$ cat config.mk
export PLATFORM = sky130hd
export DESIGN_NAME = nfb_bridge
export DESIGN_NICKNAME = d
export VERILOG_FILES = /design/src/rtl/nfb_pkg.sv /design/src/rtl/nfb_byte_engine.sv /design/src/rtl/nfb_ready_irq.sv /design/src/rtl/nfb_host_regs.sv /design/src/rtl/nfb_bridge.sv
export SDC_FILE = /design/constraint.sdc
export NUM_CORES = 1
export LEC_CHECK = 0
export ABC_AREA = 1
export BUFFER_PORTS_ARGS = -buffer_cell sky130_fd_sc_hd__buf_2
export CORE_UTILIZATION = 50
export CTS_CLUSTER_DIAMETER = 50
export CTS_CLUSTER_SIZE = 28
export DETAILED_ROUTE_END_ITERATION = 10
export GPL_ROUTABILITY_DRIVEN = 0
export PLACE_DENSITY = 0.86
export SETUP_SLACK_MARGIN = 0.4
export SLEW_MARGIN = 15
export SYNTH_ARGS = -nofsm -noshare
export SYNTH_HDL_FRONTEND = slang
export SYNTH_SLANG_ARGS = --single-unit
$ cat constraint.sdc
create_clock -name clk -period 2.3 [get_ports clk]
set_clock_uncertainty 0.1 [all_clocks]
set_input_delay 0.46 -clock clk [delete_from_list [all_inputs] [get_ports clk]]
set_output_delay 0.46 -clock clk [all_outputs]
set_load 0.05 [all_outputs]
$ cat src/rtl/nfb_pkg.sv
package nfb_pkg;

  typedef enum logic [2:0] {
    REG_DATA  = 3'd0,
    REG_MODE  = 3'd1,
    REG_STAT  = 3'd2,
    REG_FLAG  = 3'd3,
    REG_MASK  = 3'd4
  } reg_sel_e;

  localparam int MB_CLE   = 0;
  localparam int MB_ALE   = 1;
  localparam int MB_PWR   = 2;
  localparam int MB_CE    = 4;
  localparam int MB_ECC   = 5;
  localparam int MB_WREN  = 7;

  localparam int STAT_BUSY = 7;
  localparam int MASK_RDY  = 0;
  localparam int MASK_GATE = 7;

  // pure data phase: neither latch enable set
  function automatic logic is_data_phase(input logic [7:0] mode);
    return !mode[MB_CLE] && !mode[MB_ALE];
  endfunction

  function automatic logic irq_level(input logic flag, input logic [7:0] mask);
    return flag && mask[MASK_RDY] && mask[MASK_GATE];
  endfunction

  function automatic logic [15:0] status_word(input logic rb_level);
    logic [15:0] w;
    w = '0;
    w[STAT_BUSY] = !rb_level;
    return w;
  endfunction

endpackage

$ cat src/rtl/nfb_byte_engine.sv
module nfb_byte_engine #(
  parameter int PULSE_CYC = 3,
  parameter int GAP_CYC   = 2
) (
  input  logic        clk,
  input  logic        rst_n,
  input  logic        start,
  input  logic        wr_req,
  input  logic        wide_req,
  input  logic        data_phase,
  input  logic [15:0] wdata,
  input  logic [7:0]  io_in,
  output logic        idle,
  output logic        done,
  output logic [15:0] rdata,
  output logic [7:0]  io_out,
  output logic        io_oe,
  output logic        we_n,
  output logic        re_n,
  output logic [7:0]  snoop_byte,
  output logic        snoop_vld,
  output logic        byte_end
);
  localparam int MAXC = (PULSE_CYC > GAP_CYC) ? PULSE_CYC : GAP_CYC;
  localparam int CW   = $clog2(MAXC + 1);
  localparam int LW   = $clog2(PULSE_CYC + 1) + 1;

  typedef enum logic [1:0] {ST_IDLE, ST_STROBE, ST_GAP, ST_DONE} eng_state_e;

  eng_state_e  state;
  logic [CW-1:0] cnt;
  logic        hi_byte, two, is_wr;
  logic [15:0] wbuf, rbuf;
  logic [7:0]  io_q;
  logic        pulse_last, gap_last;

  assign pulse_last = (state == ST_STROBE) && (cnt == CW'(PULSE_CYC - 1));
  assign gap_last   = (state == ST_GAP) && (cnt == CW'(GAP_CYC - 1));
  assign byte_end   = pulse_last;

  always_ff @(posedge clk or negedge rst_n) begin
    if (!rst_n) begin
      state   <= ST_IDLE;
      cnt     <= '0;
      hi_byte <= 1'b0;
      two     <= 1'b0;
      is_wr   <= 1'b0;
      wbuf    <= '0;
      rbuf    <= '0;
      io_q    <= '0;
    end else begin
      case (state)
        ST_IDLE: if (start) begin
          is_wr   <= wr_req;
          two     <= wide_req;
          wbuf    <= wdata;
          io_q    <= wdata[7:0];
          rbuf    <= '0;
          hi_byte <= 1'b0;
          cnt     <= '0;
          state   <= ST_STROBE;
        end
        ST_STROBE: begin
          if (pulse_last) begin
            cnt   <= '0;
            state <= ST_GAP;
            if (!is_wr) begin
              if (hi_byte) rbuf[15:8] <= io_in;
              else         rbuf[7:0]  <= io_in;
            end
          end else begin
            cnt <= cnt + 1'b1;
          end
        end
        ST_GAP: begin
          if (gap_last) begin
            cnt <= '0;
            if (two && !hi_byte) begin
              hi_byte <= 1'b1;
              io_q    <= wbuf[15:8];
              state   <= ST_STROBE;
            end else begin
              state <= ST_DONE;
            end
          end else begin
            cnt <= cnt + 1'b1;
          end
        end
        default: state <= ST_IDLE;
      endcase
    end
  end

  // snoop copy of data-phase bytes, one cycle after the byte completes
  always_ff @(posedge clk or negedge rst_n) begin
    if (!rst_n) begin
      snoop_vld  <= 1'b0;
      snoop_byte <= '0;
    end else begin
      snoop_vld <= pulse_last && data_phase;
      if (pulse_last) snoop_byte <= is_wr ? io_q : io_in;
    end
  end

  assign idle   = (state == ST_IDLE);
  assign done   = (state == ST_DONE);
  assign rdata  = rbuf;
  assign io_out = io_q;
  assign io_oe  = is_wr && ((state == ST_STROBE) || (state == ST_GAP));
  assign we_n   = !((state == ST_STROBE) && is_wr);
  assign re_n   = !((state == ST_STROBE) && !is_wr);

  // strobe width watcher for the assertion below
  logic          strobe_lo;
  logic [LW-1:0] low_run;
  assign strobe_lo = !we_n || !re_n;
  always_ff @(posedge clk or negedge rst_n) begin
    if (!rst_n)         low_run <= '0;
    else if (strobe_lo) low_run <= low_run + 1'b1;
    else                low_run <= '0;
  end

  AST_STROBE_EXCL: assert property (@(posedge clk) disable iff (!rst_n)
    !(!we_n && !re_n));
  AST_STROBE_LEN: assert property (@(posedge clk) disable iff (!rst_n)
    (!strobe_lo && $past(strobe_lo)) |-> (low_run == LW'(PULSE_CYC)));
  AST_IO_HOLD: assert property (@(posedge clk) disable iff (!rst_n)
    (!we_n && $past(!we_n)) |-> $stable(io_out));
  AST_SNOOP_ONE: assert property (@(posedge clk) disable iff (!rst_n)
    snoop_vld |=> !snoop_vld);

endmodule

$ cat src/rtl/nfb_ready_irq.sv
module nfb_ready_irq
  import nfb_pkg::*;
#(
  parameter int SYNC_STAGES = 2
) (
  input  logic       clk,
  input  logic       rst_n,
  input  logic       rb_async,
  input  logic       clr_wr,
  input  logic       clr_bit,
  input  logic       mask_wr,
  input  logic [7:0] mask_data,
  output logic       rb_sync,
  output logic       ready_edge,
  output logic       flag,
  output logic [7:0] mask,
  output logic       irq
);
  logic [SYNC_STAGES-1:0] chain;
  logic                   rb_prev;

  // reset to "ready" so a ready line at reset is not taken as an edge
  always_ff @(posedge clk or negedge rst_n) begin
    if (!rst_n) begin
      chain   <= '1;
      rb_prev <= 1'b1;
    end else begin
      chain   <= {chain[SYNC_STAGES-2:0], rb_async};
      rb_prev <= chain[SYNC_STAGES-1];
    end
  end

  assign rb_sync    = chain[SYNC_STAGES-1];
  assign ready_edge = rb_sync && !rb_prev;

  always_ff @(posedge clk or negedge rst_n) begin
    if (!rst_n) begin
      flag <= 1'b0;
      mask <= '0;
    end else begin
      if (ready_edge)              flag <= 1'b1;
      else if (clr_wr && clr_bit)  flag <= 1'b0;
      if (mask_wr) mask <= mask_data;
    end
  end

  assign irq = irq_level(flag, mask);

  AST_EDGE_LATCH: assert property (@(posedge clk) disable iff (!rst_n)
    ready_edge |=> flag);
  AST_FLAG_CLEAR: assert property (@(posedge clk) disable iff (!rst_n)
    (clr_wr && clr_bit && !ready_edge) |=> !flag);
  AST_FLAG_HOLD: assert property (@(posedge clk) disable iff (!rst_n)
    (flag && !(clr_wr && clr_bit)) |=> flag);

endmodule

$ cat src/rtl/nfb_host_regs.sv
module nfb_host_regs
  import nfb_pkg::*;
(
  input  logic        clk,
  input  logic        rst_n,
  input  logic        sel,
  input  logic        wr,
  input  logic [2:0]  addr,
  input  logic [7:0]  wbyte,
  input  logic        eng_idle,
  input  logic        eng_done,
  input  logic [15:0] eng_rdata,
  input  logic        rb_sync,
  input  logic        flag,
  input  logic [7:0]  mask,
  output logic [7:0]  mode,
  output logic        eng_start,
  output logic        ready,
  output logic [15:0] rdata,
  output logic        clr_wr,
  output logic        mask_wr
);
  logic hit_data, mode_wr;

  assign hit_data  = sel && (addr == REG_DATA);
  assign eng_start = hit_data && eng_idle;
  assign ready     = (sel && !hit_data) || (hit_data && eng_done);
  assign mode_wr   = sel && wr && (addr == REG_MODE);
  assign clr_wr    = sel && wr && (addr == REG_FLAG);
  assign mask_wr   = sel && wr && (addr == REG_MASK);

  always_ff @(posedge clk or negedge rst_n) begin
    if (!rst_n)       mode <= 8'h00;
    else if (mode_wr) mode <= wbyte;
  end

  always_comb begin
    case (addr)
      REG_DATA: rdata = eng_rdata;
      REG_MODE: rdata = {8'h00, mode};
      REG_STAT: rdata = status_word(rb_sync);
      REG_FLAG: rdata = {15'd0, flag};
      REG_MASK: rdata = {8'h00, mask};
      default:  rdata = 16'h0000;
    endcase
  end

  AST_MODE_STABLE: assert property (@(posedge clk) disable iff (!rst_n)
    !mode_wr |=> $stable(mode));
  AST_DATA_STALL: assert property (@(posedge clk) disable iff (!rst_n)
    eng_start |-> !ready);

endmodule

$ cat src/rtl/nfb_bridge.sv
module nfb_bridge
  import nfb_pkg::*;
#(
  parameter int PULSE_CYC   = 3,
  parameter int GAP_CYC     = 2,
  parameter int SYNC_STAGES = 2
) (
  input  logic        clk,
  input  logic        rst_n,
  input  logic        hb_sel,
  input  logic        hb_wr,
  input  logic        hb_wide,
  input  logic [2:0]  hb_addr,
  input  logic [15:0] hb_wdata,
  output logic [15:0] hb_rdata,
  output logic        hb_ready,
  output logic        nf_ce_n,
  output logic        nf_cle,
  output logic        nf_ale,
  output logic        nf_we_n,
  output logic        nf_re_n,
  output logic        nf_wp_n,
  output logic [7:0]  nf_io_out,
  output logic        nf_io_oe,
  input  logic [7:0]  nf_io_in,
  input  logic        nf_rb,
  output logic [1:0]  pwr_ctl,
  output logic [1:0]  ecc_ctl,
  output logic [7:0]  ecc_byte,
  output logic        ecc_byte_vld,
  output logic        irq
);
  logic [7:0]  mode, mask;
  logic        eng_start, eng_idle, eng_done, byte_end;
  logic [15:0] eng_rdata;
  logic        rb_sync, ready_edge, flag, clr_wr, mask_wr;

  nfb_host_regs u_regs (
    .clk(clk), .rst_n(rst_n), .sel(hb_sel), .wr(hb_wr), .addr(hb_addr),
    .wbyte(hb_wdata[7:0]), .eng_idle(eng_idle), .eng_done(eng_done),
    .eng_rdata(eng_rdata), .rb_sync(rb_sync), .flag(flag), .mask(mask),
    .mode(mode), .eng_start(eng_start), .ready(hb_ready), .rdata(hb_rdata),
    .clr_wr(clr_wr), .mask_wr(mask_wr)
  );

  nfb_byte_engine #(.PULSE_CYC(PULSE_CYC), .GAP_CYC(GAP_CYC)) u_eng (
    .clk(clk), .rst_n(rst_n), .start(eng_start), .wr_req(hb_wr),
    .wide_req(hb_wide), .data_phase(is_data_phase(mode)), .wdata(hb_wdata),
    .io_in(nf_io_in), .idle(eng_idle), .done(eng_done), .rdata(eng_rdata),
    .io_out(nf_io_out), .io_oe(nf_io_oe), .we_n(nf_we_n), .re_n(nf_re_n),
    .snoop_byte(ecc_byte), .snoop_vld(ecc_byte_vld), .byte_end(byte_end)
  );

  nfb_ready_irq #(.SYNC_STAGES(SYNC_STAGES)) u_rdy (
    .clk(clk), .rst_n(rst_n), .rb_async(nf_rb), .clr_wr(clr_wr),
    .clr_bit(hb_wdata[0]), .mask_wr(mask_wr), .mask_data(hb_wdata[7:0]),
    .rb_sync(rb_sync), .ready_edge(ready_edge), .flag(flag), .mask(mask),
    .irq(irq)
  );

  assign nf_cle  = mode[MB_CLE];
  assign nf_ale  = mode[MB_ALE];
  assign nf_ce_n = !mode[MB_CE];
  assign nf_wp_n = mode[MB_WREN];
  assign pwr_ctl = mode[MB_PWR +: 2];
  assign ecc_ctl = mode[MB_ECC +: 2];

  AST_SNOOP_AFTER_BYTE: assert property (@(posedge clk) disable iff (!rst_n)
    ecc_byte_vld |-> $past(byte_end));
  AST_IRQ_NEEDS_EDGE: assert property (@(posedge clk) disable iff (!rst_n)
    $rose(irq) |-> ($past(ready_edge) || $past(mask_wr)));

endmodule

==> flow_summary.json, run 1 <==
{
  "clkLatencyLatePin_ns": 0.35,
  "syn_area_um2": 3520,
  "h-tree-depth": 3,
  "setup_viol_count_final": 0,
  "tns_ns": 0,
  "min_to": "u_rdy.chain[0]$_DFF_PN1_",
  "relSlewSlack_pct": 60.4,
  "start_kind": "register",
  "critPathBufInv": 3,
  "cts_tree": "done",
  "clk_pin_slew_ns": 0.08,
  "synth_edf_count": 0,
  "reg2reg_from": "u_eng.state[0]$_DFFE_PN0P_",
  "fp.dieH_um": 85.9,
  "required_ns": 1.74,
  "cts_root_buffer": "clkbuf_8",
  "cts_buffers": 9,
  "holdPathStages": 1,
  "globalRouteTotalUtil_pct": 26.7,
  "finalMaxSlewViolations": 0,
  "async_reset_ff_share_pct": 100,
  "post-route-period-util_pct": 86.9,
  "drtAntennaViolNets": 0,
  "avgSynthCellArea_um2": 8.22,
  "drt_iter0_markers": 201,
  "worst_pin_slew_ns": 0.593,
  "critPathTopFamily": "flip-flops",
  "hp-class": "in2reg",
  "leakage_nw": 2.49,
  "r2r_setup_slack_ns": 0.38,
  "wl_per_cell_um": 15.4,
  "grt_first_pass_wirelength_mm": 14.9,
  "port-buffer-count": 78,
  "max_freq_ghz": 0.501,
  "final.min_clock_period_ns": 2.00,
  "synth_cell_type_count": 30,
  "hold_violations": 0,
  "outcome": "finished, final reports clean",
  "synth_fp_nets": 466,
  "first_pass_iters": 5,
  "synth_top_cell_by_area": "dfrtp_1",
  "synthFlopType": "dfrtp_1",
  "ys_ff_latch": 68,
  "slowest_stage": "dfrtp_2",
  "route.detailed.drc": 0,
  "synth_seq_area_share_pct": 48.5,
  "reg2regPathDepth": 7,
  "yosys-top-cells-count": "nand2_1 (147), dfrtp_1 (65), inv_1 (39)",
  "instances_no_fill": 625,
  "grt_max_degree": 33,
  "die_w_um": 85.9,
  "routed_wl_mm": 9.63,
  "worstSetupPathType": "reg2out",
  "rows": 30,
  "antenna_cells": 0,
  "syn-instance-count": 428,
  "cap_violations": 0,
  "synth.area.top_cells": "dfrtp_1 (46%), nand2_1 (16%), o21ai_2 (4.2%)",
  "grt_overflow": 0,
  "min_from": "nf_rb",
  "rsz0062_at_grt": "true",
  "crit_path_max_incr_delay_ns": 0.48,
  "peakVddDrop_v": 0.000641,
  "path_max_fanout": 6,
  "antenna_found_initial": 0,
  "syn2layout_area_growth_pct": 32.6,
  "worstPathCellList": "inv_4, ha_4, nand2_4, inv_2, buf_8",
  "die-area_um2": 7380,
  "dp.cells": 590,
  "start_util_pct": 51.8,
  "nets": 562,
  "synthMostInstantiatedCell": "nand2_1",
  "grt_pass1_vias": 3124,
  "hold_slack_ns": 0.101,
  "drive_above_1_share_pct": 36.7,
  "end_kind": "output pin",
  "pwr_density_cell_nw_per_um2": 1310,
  "synth_top_area_share_pct": 46.2,
  "clockBufferDepth": 2,
  "arrival_ns": 1.44,
  "vias": 3286,
  "cts_sinks": 68,
  "viasPerCell": 5.26,
  "hpwl_mm": 6.14,
  "pin_count": 79,
  "core_area_um2": 6790,
  "yosysWarnings": 0,
  "r2r_end": "u_eng.io_out[2]$_DFFE_PN0P_"
}
==> metal layers <==
metal,global-route usage (%),up-vias,share of wire [%]
met5,0,-,0
met4,12.4,0,3.6
met3,5.68,30,5.2
met2,45.2,142,53
met1,32.6,1552,39
li1,-,1562,-
==> worst reg2reg max path: stages (launching register included) <==
cell     delay (ns)
dfrtp_2        0.48
inv_4          0.07
buf_4          0.13
ha_2           0.25
buf_6          0.18
o21ai_0        0.36
nand4_1        0.18
nand2_1        0.12
==> sequential cells by signal, summed over array words and instances (netlist names) <==
signal	count
u_eng.io_out	8
u_eng.snoop_vld	1
u_eng.wbuf	8
u_eng.state	2
u_eng.is_wr	1
u_rdy.chain	2
u_eng.two	1
u_eng.snoop_byte	8
u_rdy.rb_prev	1
u_regs.mode	8
u_rdy.mask	8
u_rdy.flag	1
u_eng.cnt	2
u_eng.rdata	16
u_eng.hi_byte	1
==> how the worst max path moves through the flow <==
stage / from / slack (ns) / endpoint / depth (start not counted)
after floorplan: hb_addr[0] / 0.38 / hb_rdata[10] / 5
after detailed placement: hb_addr[1] / 0.18 / hb_ready / 8
final: u_eng.state[0]$_DFFE_PN0P_ / 0.30 / nf_io_oe / 5
after global routing: u_eng.state[1]$_DFFE_PN0P_ / 0.26 / nf_re_n / 6
after global placement: hb_addr[0] / 0.22 / hb_ready / 8
after CTS: u_eng.state[0]$_DFFE_PN0P_ / 0.32 / nf_io_oe / 5
==> power breakdown <==
part	switching, mW	internal (mW)	total, mW	leakage, nW
Combinational	2.19	1.01	3.20	1.53
Sequential	0.338	1.60	1.94	0.868
Clock	0.460	0.525	0.985	0.0991
==> through the flow <==
step	utilization, %	setup slack (ns)	power (mW)	area [um2]
after global placement	58.6	0.217	4.46	3980
final	68.7	0.302	6.13	4670
after CTS	65.9	0.315	5.80	4480
after global routing	68.7	0.264	6.45	4670
after detailed placement	58.6	0.176	4.56	3980
after floorplan	-	0.378	3.98	3550
==> cells in the final DEF, fill, tap and decap left out, types with 2 or more instances in the layout <==
cell type	instances
nand2_1	136
nor2_1	21
nand3_1	21
nand3_4	4
buf_6	18
dfstp_2	3
buf_8	9
o21ai_2	18
dfrtp_2	2
o21ai_0	25
inv_1	35
o21a_1	8
clkbuf_8	10
clkinv_2	3
nand4_1	15
nor2_4	7
ha_4	2
dfrtp_1	63
inv_4	3
nand2_4	10
o21ai_1	4
inv_2	4
buf_4	15
nand3_2	4
buf_2	56
ha_2	2
nor2_2	10
nand2_2	8
==> final cells by class <==
| class | count | area [um2] |
|---|---|---|
| timing repair buffer | 100 | 761 |
| sequential | 68 | 1710 |
| multi-input combinational | 301 | 1710 |
| fill | 508 | 2130 |
| clock inverter | 5 | 52.6 |
| inverter | 44 | 178 |
| tap | 96 | 120 |
| clock buffer | 11 | 141 |
==> cell families after synthesis <==
group | Yosys count | share of synthesized area (%)
buffers and inverters | 61 | 8.32
and+or+nand+nor | 237 | 30.6
AOI/OAI and AO/OA | 57 | 10.8
DFF | 68 | 48.5
adders and majority gates | 5 | 1.78
==> timing repair <==
item                                    in CTS  in global routing
buffers inserted                             9                  7
pin swaps                                    6                  4
hold buffers                                 1                  0
resized for setup                           69                 32
endpoints found under the setup margin      41                 39
endpoints found under the hold margin       17                  0
cloned                                       0                  2
(Power assumes the default switching activity.)
==> run 2, diff against run 1 <==
--- a/config.mk
+++ b/config.mk
@@ -7,6 +7,7 @@
 export LEC_CHECK = 0
 export ABC_AREA = 1
 export BUFFER_PORTS_ARGS = -buffer_cell sky130_fd_sc_hd__buf_2
+export CAP_MARGIN = 20
 export CORE_UTILIZATION = 50
 export CTS_CLUSTER_DIAMETER = 50
 export CTS_CLUSTER_SIZE = 28
==> constraint.sdc (replaced) <==
create_clock -name clk -period 2.37 [get_ports clk]
set_clock_uncertainty 0.1 [all_clocks]
set_input_delay 0.474 -clock clk [delete_from_list [all_inputs] [get_ports clk]]
set_output_delay 0.474 -clock clk [all_outputs]
set_load 0.05 [all_outputs]
==> run 2 against run 1 <==
Final area fell by 0.35%; utilization shrank 0.24 points; flip-flop and latch count unchanged; first-iteration DRC count increased by 21%; worst hold slack got worse by 0.063 ns.
==> flow_summary.json, run 2 (synthesized netlist as in run 1, its figures left out) <==
{
  "end_kind": "output pin",
  "vias": 3268,
  "reg2reg_from": "u_eng.state[1]$_DFFE_PN0P_",
  "post-route-period-util_pct": 85.6,
  "dp.cells": 590,
  "wl_met2_mm": 4.56,
  "finalMaxSlewViolations": 0,
  "worst_pin_slew_ns": 0.639,
  "drt_iter0_markers": 244,
  "start_util_pct": 51.8,
  "port-buffer-count": 78,
  "peakVddDrop_v": 0.000744,
  "route.detailed.drc": 0,
  "first_pass_iters": 5,
  "final_area_um2": 4650,
  "arrival_ns": 1.45,
  "nFillCells": 507,
  "hpwl_mm": 6.12,
  "max_freq_ghz": 0.493,
  "fin_ws_ns": 0.342,
  "cap_violations": 0,
  "seq_area_um2": 1710,
  "cts_root_buffer": "clkbuf_8",
  "die-area_um2": 7380,
  "r2r_end": "u_eng.snoop_byte[0]$_DFFE_PN0P_",
  "tns_ns": 0,
  "r2r_setup_slack_ns": 0.47,
  "grt_pass1_vias": 3018,
  "relSlewSlack_pct": 57.4,
  "antenna_found_initial": 0,
  "grt_first_pass_wirelength_mm": 14.1,
  "drtAntennaViolNets": 0,
  "ctsHoldBuffers": 0,
  "cts_sinks": 68,
  "core_area_um2": 6790,
  "wl_per_cell_um": 14.9,
  "rsz0062_at_grt": "true",
  "worstSetupPathType": "reg2out",
  "p_sw_share_pct": 47.1,
  "multi_input_area_um2": 1670,
  "pin_count": 79,
  "routed.top_layer": "met4",
  "nets": 557,
  "routed_wl_mm": 9.23,
  "route.met3.wl_um": 498,
  "globalRouteTotalUtil_pct": 25.4,
  "hp-class": "in2async",
  "path_max_fanout": 4,
  "fp.dieH_um": 85.9,
  "grt_overflow": 0,
  "cts_buffers": 9,
  "antenna_cells": 0,
  "clk_pin_slew_ns": 0.07,
  "syn2layout_area_growth_pct": 32.2,
  "final_common_cell": "nand2_1",
  "largest_register_ffs": 16,
  "worstSetupStartpoint": "u_eng.state[0]$_DFFE_PN0P_",
  "cts_tree": "done",
  "pre_cts_slack_ns": 0.220,
  "clkLatencyLatePin_ns": 0.35,
  "clockBufferDepth": 2,
  "instances_no_fill": 620,
  "totalPowerFinal_mw": 5.98,
  "final.min_clock_period_ns": 2.03,
  "power_switching_mw": 2.81,
  "p_int_mw": 3.16,
  "required_ns": 1.80,
  "viasPerCell": 5.27,
  "drive_above_1_share_pct": 35.1,
  "setup_viol_count_final": 0,
  "h-tree-depth": 3,
  "grt_max_degree": 33,
  "rows": 30,
  "outcome": "finished, final reports clean",
  "wl_met1_mm": 3.87,
  "clkPwrFrac_pct": 19.8,
  "final_cell_mix": "nand2_1 (141), dfrtp_1 (64), buf_2 (56)",
  "start_kind": "register",
  "endpoint": "nf_re_n",
  "leakage_nw": 2.44,
  "reg2regPathDepth": 7,
  "hold_slack_ns": 0.0383,
  "combPwrFrac_pct": 49.1,
  "pwr_density_cell_nw_per_um2": 1290,
  "hold_violations": 0,
  "seqPwrFrac_pct": 31.1,
  "fin_util_pct": 68.5,
  "die_w_um": 85.9,
  "place_area_um2": 3980
}
run 2: how the worst min path moves through the flow:
| stage | endpoint | slack, ns | cells past startpoint |
|---|---|---|---|
| 6_report | u_eng.rdata[11]$_DFFE_PN0P_ | 0.04 | 1 |
| 5_1_grt | u_eng.io_out[0]$_DFFE_PN0P_ | 0.08 | 1 |
| 4_1_cts | u_eng.snoop_byte[1]$_DFFE_PN0P_ | 0.04 | 1 |
| 3_5_place_dp | u_rdy.chain[1]$_DFF_PN1_ | 0.25 | 0 |
| 3_3_place_gp | u_rdy.chain[1]$_DFF_PN1_ | 0.25 | 0 |
| 2_1_floorplan | u_eng.cnt[0]$_DFFE_PN0P_ | 0.08 | 0 |
run 2: final cells by class:
type | instances | area share [%]
clock buffer | 10 | 2.96
clock inverter | 6 | 2.39
inverter | 44 | 3.82
multi-input combinational | 301 | 35.9
sequential | 68 | 36.7
tap | 96 | 2.58
timing repair buffer | 94 | 15.4
timing repair inverter | 1 | 0.188
run 2: power by group through the flow:
stage / logic [mW] / registers [mW] / clock network (mW)
after floorplan: 1.65 / 2.21 / 0
after global placement: 2.49 / 1.84 / 0
after detailed placement: 2.57 / 1.85 / 0
after CTS: 2.79 / 1.83 / 1.19
after global routing: 3.17 / 1.90 / 1.24
final: 2.94 / 1.86 / 1.18
run 2: worst max-delay path: stages, from the launching register on:
cell     delay, ns
dfrtp_2       0.45
buf_6         0.14
ha_4          0.17
inv_4         0.06
nor2_2        0.03
inv_1         0.09
buf_6         0.16
run 2: what timing repair did:
action	in CTS	in global routing
gates cloned	1	2
setup buffers	6	5
resized for setup	36	59
pin swaps	3	10
setup endpoints to repair	20	30
endpoints found under the hold margin	0	0
run 2: metal layers:
layer / global-route usage [%] / vias to the layer above
met5: 0 / -
met4: 13.8 / 0
met3: 6.16 / 25
met2: 41.4 / 127
met1: 31.2 / 1565
li1: - / 1551
